===== config.mk =====
export PLATFORM = sky130hd
export DESIGN_NAME = stat_snap_bank
export DESIGN_NICKNAME = d
export VERILOG_FILES = /design/src/rtl/ssb_pkg.sv /design/src/rtl/ssb_counter.sv /design/src/rtl/ssb_rd_decode.sv /design/src/rtl/stat_snap_bank.sv
export SDC_FILE = /design/constraint.sdc
export NUM_CORES = 2
export LEC_CHECK = 0
export ABC_CLOCK_PERIOD_IN_PS = 3720
export BUFFER_PORTS_ARGS = -buffer_cell sky130_fd_sc_hd__buf_4
export CAP_MARGIN = 40
export CORE_AREA = 8 8 357 324
export CTS_CLUSTER_DIAMETER = 50
export DETAILED_ROUTE_END_ITERATION = 7
export DIE_AREA = 0 0 365 332
export PLACE_DENSITY = 0.67
export SETUP_SLACK_MARGIN = 0.5
export SYNTH_ARGS = -nofsm -noshare
export SYNTH_HDL_FRONTEND = slang
export SYNTH_HIERARCHICAL = 1
export SYNTH_SLANG_ARGS = --single-unit

===== constraint.sdc =====
create_clock -name clk -period 3.72 [get_ports clk]
set_input_delay 0.744 -clock clk [delete_from_list [all_inputs] [get_ports clk]]
set_output_delay 0.744 -clock clk [all_outputs]
set_load 0.01 [all_outputs]

===== src/rtl/ssb_pkg.sv =====
package ssb_pkg;
    localparam int BUS_W      = 16;
    localparam int FLAG_WORDS = 4;
    localparam int FLAG_BITS  = FLAG_WORDS * BUS_W;
    // word-address groups (address >> 2)
    localparam int GRP_CTRL   = 0;
    localparam int GRP_FLAG   = 1;
    localparam int GRP_MASK   = 2;
    localparam int GRP_CNT0   = 16;

    typedef struct packed {
        logic clr;
        logic snap;
    } ctrl_cmd_t;

    typedef enum logic [1:0] {
        SLOT_LO  = 2'd0,
        SLOT_MID = 2'd1,
        SLOT_HI  = 2'd2,
        SLOT_PAD = 2'd3
    } cnt_slot_e;

    function automatic ctrl_cmd_t decode_ctrl(input logic [BUS_W-1:0] w);
        ctrl_cmd_t c;
        c.snap = w[0];
        c.clr  = w[1];
        return c;
    endfunction
endpackage


===== src/rtl/ssb_counter.sv =====
module ssb_counter #(
    parameter int CNT_W = 40
) (
    input  logic             clk,
    input  logic             rst,
    input  logic             clr,
    input  logic             snap,
    input  logic             inc,
    input  logic [CNT_W-1:0] amt,
    output logic [CNT_W-1:0] live,
    output logic [CNT_W-1:0] shadow,
    output logic             wrap
);
    logic [CNT_W:0] sum;

    assign sum  = {1'b0, live} + {1'b0, amt};
    assign wrap = inc && sum[CNT_W] && !clr;

    always_ff @(posedge clk) begin
        if (rst || clr) begin
            live   <= '0;
            shadow <= '0;
        end else begin
            if (snap) shadow <= live;
            if (inc)  live   <= sum[CNT_W-1:0];
        end
    end
endmodule


===== src/rtl/ssb_rd_decode.sv =====
module ssb_rd_decode
    import ssb_pkg::*;
#(
    parameter int NUM_CNT = 8,
    parameter int CNT_W   = 40,
    parameter int ADDR_W  = 9
) (
    input  logic [ADDR_W-1:0]                 addr,
    input  logic [NUM_CNT-1:0][CNT_W-1:0]     shadow,
    input  logic [FLAG_WORDS-1:0][BUS_W-1:0]  flags,
    input  logic [FLAG_WORDS-1:0][BUS_W-1:0]  masks,
    output logic [BUS_W-1:0]                  rdata
);
    localparam int GRP_W = ADDR_W - 2;

    logic [GRP_W-1:0] grp;
    cnt_slot_e        slot;
    logic [47:0]      wide;

    assign grp  = addr[ADDR_W-1:2];
    assign slot = cnt_slot_e'(addr[1:0]);

    always_comb begin
        wide = '0;
        for (int i = 0; i < NUM_CNT; i++) begin
            if (int'(grp) == GRP_CNT0 + i) wide = 48'(shadow[i]);
        end
    end

    always_comb begin
        rdata = '0;
        if (int'(grp) == GRP_FLAG) begin
            rdata = flags[addr[1:0]];
        end else if (int'(grp) == GRP_MASK) begin
            rdata = masks[addr[1:0]];
        end else if (int'(grp) >= GRP_CNT0 && int'(grp) < GRP_CNT0 + NUM_CNT) begin
            unique case (slot)
                SLOT_LO:  rdata = wide[15:0];
                SLOT_MID: rdata = wide[31:16];
                SLOT_HI:  rdata = {8'h00, wide[39:32]};
                SLOT_PAD: rdata = '0;
            endcase
        end
    end
endmodule


===== src/rtl/stat_snap_bank.sv =====
module stat_snap_bank
    import ssb_pkg::*;
#(
    parameter int          NUM_CNT   = 8,
    parameter int          CNT_W     = 40,
    parameter int          LEN_W     = 14,
    parameter int          ADDR_W    = 9,
    parameter logic [63:0] BYTE_MASK = 64'h3
) (
    input  logic               clk,
    input  logic               rst,
    input  logic [NUM_CNT-1:0] ev_stb,
    input  logic [LEN_W-1:0]   ev_len,
    input  logic               bus_wr,
    input  logic               bus_rd,
    input  logic [ADDR_W-1:0]  bus_addr,
    input  logic [15:0]        bus_wdata,
    output logic [15:0]        bus_rdata,
    output logic               irq_o
);
    localparam int GRP_W = ADDR_W - 2;

    logic [GRP_W-1:0]                grp;
    ctrl_cmd_t                       cmd;
    logic                            snap_cmd;
    logic                            clr_cmd;
    logic [NUM_CNT-1:0][CNT_W-1:0]   live_q;
    logic [NUM_CNT-1:0][CNT_W-1:0]   shadow_q;
    logic [NUM_CNT-1:0]              wrap_vec;
    logic [FLAG_WORDS-1:0][BUS_W-1:0] flag_q;
    logic [FLAG_WORDS-1:0][BUS_W-1:0] mask_q;
    logic [FLAG_WORDS-1:0][BUS_W-1:0] set_w;
    logic [BUS_W-1:0]                dec_data;

    assign grp      = bus_addr[ADDR_W-1:2];
    assign cmd      = decode_ctrl(bus_wdata);
    assign snap_cmd = bus_wr && int'(grp) == GRP_CTRL && bus_addr[1:0] == 2'd0 && cmd.snap;
    assign clr_cmd  = bus_wr && int'(grp) == GRP_CTRL && bus_addr[1:0] == 2'd0 && cmd.clr;

    generate
        for (genvar i = 0; i < NUM_CNT; i++) begin : g_cnt
            logic [CNT_W-1:0] amt;
            if (BYTE_MASK[i]) begin : g_byte
                assign amt = CNT_W'(ev_len);
            end else begin : g_event
                assign amt = CNT_W'(1);
            end
            ssb_counter #(.CNT_W(CNT_W)) u_cnt (
                .clk    (clk),
                .rst    (rst),
                .clr    (clr_cmd),
                .snap   (snap_cmd),
                .inc    (ev_stb[i]),
                .amt    (amt),
                .live   (live_q[i]),
                .shadow (shadow_q[i]),
                .wrap   (wrap_vec[i])
            );
        end
    endgenerate

    assign set_w = FLAG_BITS'(wrap_vec);

    always_ff @(posedge clk) begin
        if (rst || clr_cmd) begin
            flag_q <= '0;
        end else begin
            for (int w = 0; w < FLAG_WORDS; w++) begin
                if (bus_rd && int'(grp) == GRP_FLAG && int'(bus_addr[1:0]) == w)
                    flag_q[w] <= set_w[w];
                else
                    flag_q[w] <= flag_q[w] | set_w[w];
            end
        end
    end

    always_ff @(posedge clk) begin
        if (rst) begin
            mask_q <= '0;
        end else if (bus_wr && int'(grp) == GRP_MASK) begin
            mask_q[bus_addr[1:0]] <= bus_wdata;
        end
    end

    ssb_rd_decode #(
        .NUM_CNT (NUM_CNT),
        .CNT_W   (CNT_W),
        .ADDR_W  (ADDR_W)
    ) u_dec (
        .addr   (bus_addr),
        .shadow (shadow_q),
        .flags  (flag_q),
        .masks  (mask_q),
        .rdata  (dec_data)
    );

    always_ff @(posedge clk) begin
        if (rst) bus_rdata <= '0;
        else     bus_rdata <= bus_rd ? dec_data : '0;
    end

    assign irq_o = |(flag_q & mask_q);
endmodule


==> summary.txt <==
Status
  – Status: finished clean

Synth
  – Top-count cell post-synth: dfxtp_1
  – Compound-cell area share of the yosys netlist: 19.3%
  – Synth cell count leaders: dfxtp_1 (728), nor2_1 (672), mux2i_1 (573), a21oi_1 (393), nand2_1 (390)
  – Post-Synth XOR/XNOR Area: 4.83%
  – Synth Instances: 5384
  – Yosys reg bits: 728
  – Average cell area after synthesis: 8.69 um^2
  – Largest area contributor in the netlist: dfxtp_1
  – Post-Syn Area: 46800 um^2
  – Adder-cell share of the synthesized area: 8.90%
  – Largest family of logic cells by synthesized area: compound AO/OA/AOI/OAI gates
  – Largest cells by area after synthesis: dfxtp_1 (31%), mux2i_1 (12%), ha_1 (8.6%), nor2_1 (5.4%), a21oi_1 (4.2%)
  – Top_reg_cell synth: dfxtp_1
  – Simple-gate area share of the yosys netlist: 16.7%
  – Mux share of post-synthesis cell area: 15.9%
  – Sequential share of the synthesized area: 31.2%
  – Yosys Warn Count: 6
  – EDFF count, synth: 0
  – Post-synth top area share: 31.2%
  – Number of distinct library cells after synthesis: 108
  – Post-synth ARST share: 0%

Pwr
  – Max VDD drop: 0.423 mV
  – P_leak: 0.0226 uW
  – Internal: 17800 uW
  – Clk pwr share: 37.3%
  – Gate power share: 29.0%
  – Flop pwr share: 33.7%
  – Switch share: 35.2%
  – Tot Pwr: 27500 uW
  – Sw Pwr: 9700 uW
  – Pwr dens: 510 nW/um^2

Clock network
  – Number of hold buffers added after cts: 0
  – Clock-pin slew on the worst setup and hold paths: 0.06 ns
  – Worst skew pair latency: 0.71 ns
  – CTS Buf Count: 103
  – H-tree levels: 3
  – CTS Sinks: 728
  – TritonCTS clock tree: done
  – Clk buf depth: 3
  – Clk root buf: clkbuf_16

Floorplanning
  – Starting density of the core: 42.5%
  – Die ar.: 121000 um^2
  – Die Y: 332 um
  – Top Ports: 68
  – Rows: 116
  – Die X: 365 um
  – Core ar.: 110000 um^2

Placed design
  – I/O Buffers: 67
  – Place WS: 0.211 ns
  – # placed instances: 7070
  – Hpwl dp: 109000 um
  – Global placement routability congestion: 1.02

Cells and area
  – Final Non-Filler Cells: 7285
  – Area delta synth->final: 15.4%
  – Share of layout cells above drive strength 1: 9.78%
  – Fin nets: 6096
  – Fin util: 49.1%

Routing
  – First drt pass iteration count: 5
  – DR WL/cell: 19.8 um
  – Initial DRC count: 3601
  – Total wire length: 144000 um
  – Post-DR vias/cell: 5.65
  – Total number of vias: 41200
  – Final antenna-violating net count: 0
  – DR DRC count: 0

Worst setup path
  – Worst setup EP type: flip-flop
  – R2R Path Start: g_cnt[4].u_cnt/live[0]
  – CP arrival: 3.81 ns
  – R2R Setup Slk: 0.48 ns
  – Startpoint types: flip-flop
  – Crit path kind: flip-flop to flip-flop
  – CP required: 4.29 ns
  – Critical Path Source: g_cnt[4].u_cnt/live[0]
  – Worst-path fanout max: 3

STA
  – Final setup fails: 0
  – Fin. Hold Viols: 0
  – Worst-Margin Slew: 0.914 ns
  – Slew HR: 38.8%
  – Tcrit/Tclk final: 87.1%
  – Final WS setup: 0.479 ns
  – Maximum clock rate: 309 MHz
  – TNS Setup: 0 ns
  – Worst Skew: 0.0406 ns
  – Tmin final: 3.24 ns
  – Final Slew Violations: 0
  – Unrepaired setup endpoints after global routing: true

GRT
  – GR Overflow Total: 0
  – Initial antenna violation count: 6
  – Largest net degree at the start of global routing: 71
  – First-pass GRT wire length: 223000 um
  – Gr usage total: 22.8%
  – Vias in the first global route: 38400

Min path
  – Min-Delay Path Class: input pin to flip-flop
  – Worst hold start: bus_wdata[10]

Flow run
  – Max_cap viols: 0
-- power by group through the flow --
stage / clock network, uW / registers, uW / logic (uW)
after floorplan: 0 / 8970 / 6230
after global placement: 0 / 9400 / 7360
after detailed placement: 0 / 9420 / 7460
after CTS: 10500 / 9250 / 7530
after global routing: 10800 / 9330 / 8840
final: 10300 / 9280 / 7980
-- layout by cell type, fill, tap and decap left out, drive strengths merged, types with 21 or more instances in the layout --
cell and n:
clkbuf 126, nand4 71, o31ai 23, mux2i 573, inv 105, o211ai 57, a21oi 405, o21ai 338
xor2 112, nand3b 38, nand2b 105, clkinv 22, mux4 69, nor2 673, dfxtp 728, or3 43
ha 320, a221oi 21, nor3 44, a31oi 44, a21o 154, a22oi 28, o21bai 61, and3 49
conb 354, nor2b 27, buf 172, a211oi 46, nand3 103, nand2 393, o22ai 38, xnor2 146
o21a 24, and2 30
-- registers in the layout, indices dropped and copies added, names as in the netlist --
| signal | flops |
|---|---|
| bus_rdata | 16 |
| mask_q | 64 |
| flag_q | 8 |
| g_cnt.u_cnt/shadow | 320 |
| g_cnt.u_cnt/live | 320 |
-- final timing paths --
check	to	depth (start not counted)
worst max register to register	flag_q[4]	12
worst max-delay path	flag_q[4]	12
worst min register to register	g_cnt[1].u_cnt/live[35]	2
worst min-delay path	mask_q[10]	3
-- through the flow --
stage | hold WS [ns] | instance area, um^2
6_report | 0.377 | 54000
3_3_place_gp | 0.455 | 50100
2_1_floorplan | 0.442 | 48100
4_1_cts | 0.339 | 53900
5_1_grt | 0.361 | 54000
3_5_place_dp | 0.460 | 50100
-- logic make-up (layout without fill, tap and decap cells) --
kind of cell / count (synthesis) / after routing
adder cells (fa/ha/maj): 328 / 328
multiplexers: 655 / 655
other: 2 / 357
AO/OA/AOI/OAI: 1381 / 1381
buffers and inverters: 375 / 446
flip-flops: 728 / 728
XOR/XNOR: 258 / 258
AND/OR/NAND/NOR: 1657 / 1657
-- final cells by class --
cell class,instances,area (um^2)
repair buffers,172,1460
inverters,79,297
fillers,10600,56000
flip-flops and latches,728,14600
clock buffers,126,2840
multi-input cells,4633,32200
clock inverters,69,813
well taps,1475,1850
diodes,3,7.51
-- critical path, cell delays in order (launching register included) --
cell      delay, ns
dfxtp_4        0.35
ha_4           0.16
fa_2           0.35
a21o_1         0.21
a221oi_4       0.35
o22ai_4        0.13
a221o_1        0.37
a221oi_4       0.37
a311oi_4       0.17
a211oi_2       0.26
nor4b_2        0.08
or2_4          0.23
o311a_1        0.11
-- per-layer routing --
metal | up-vias | wire length (um) | GRT usage, %
li1 | 20000 | - | -
met1 | 19600 | 69000 | 34.1
met2 | 1293 | 59600 | 33.4
met3 | 227 | 10500 | 3.31
met4 | 0 | 4900 | 7.41
met5 | - | 0 | 0
-- what timing repair did --
item,4_1_cts,5_1_grt
gates resized for setup,15,19
buffers inserted,10,7
endpoints found under the hold margin,0,0
setup endpoints to repair,5,20
pin swaps,23,22
Note: power is estimated with default switching activity, not from simulation.
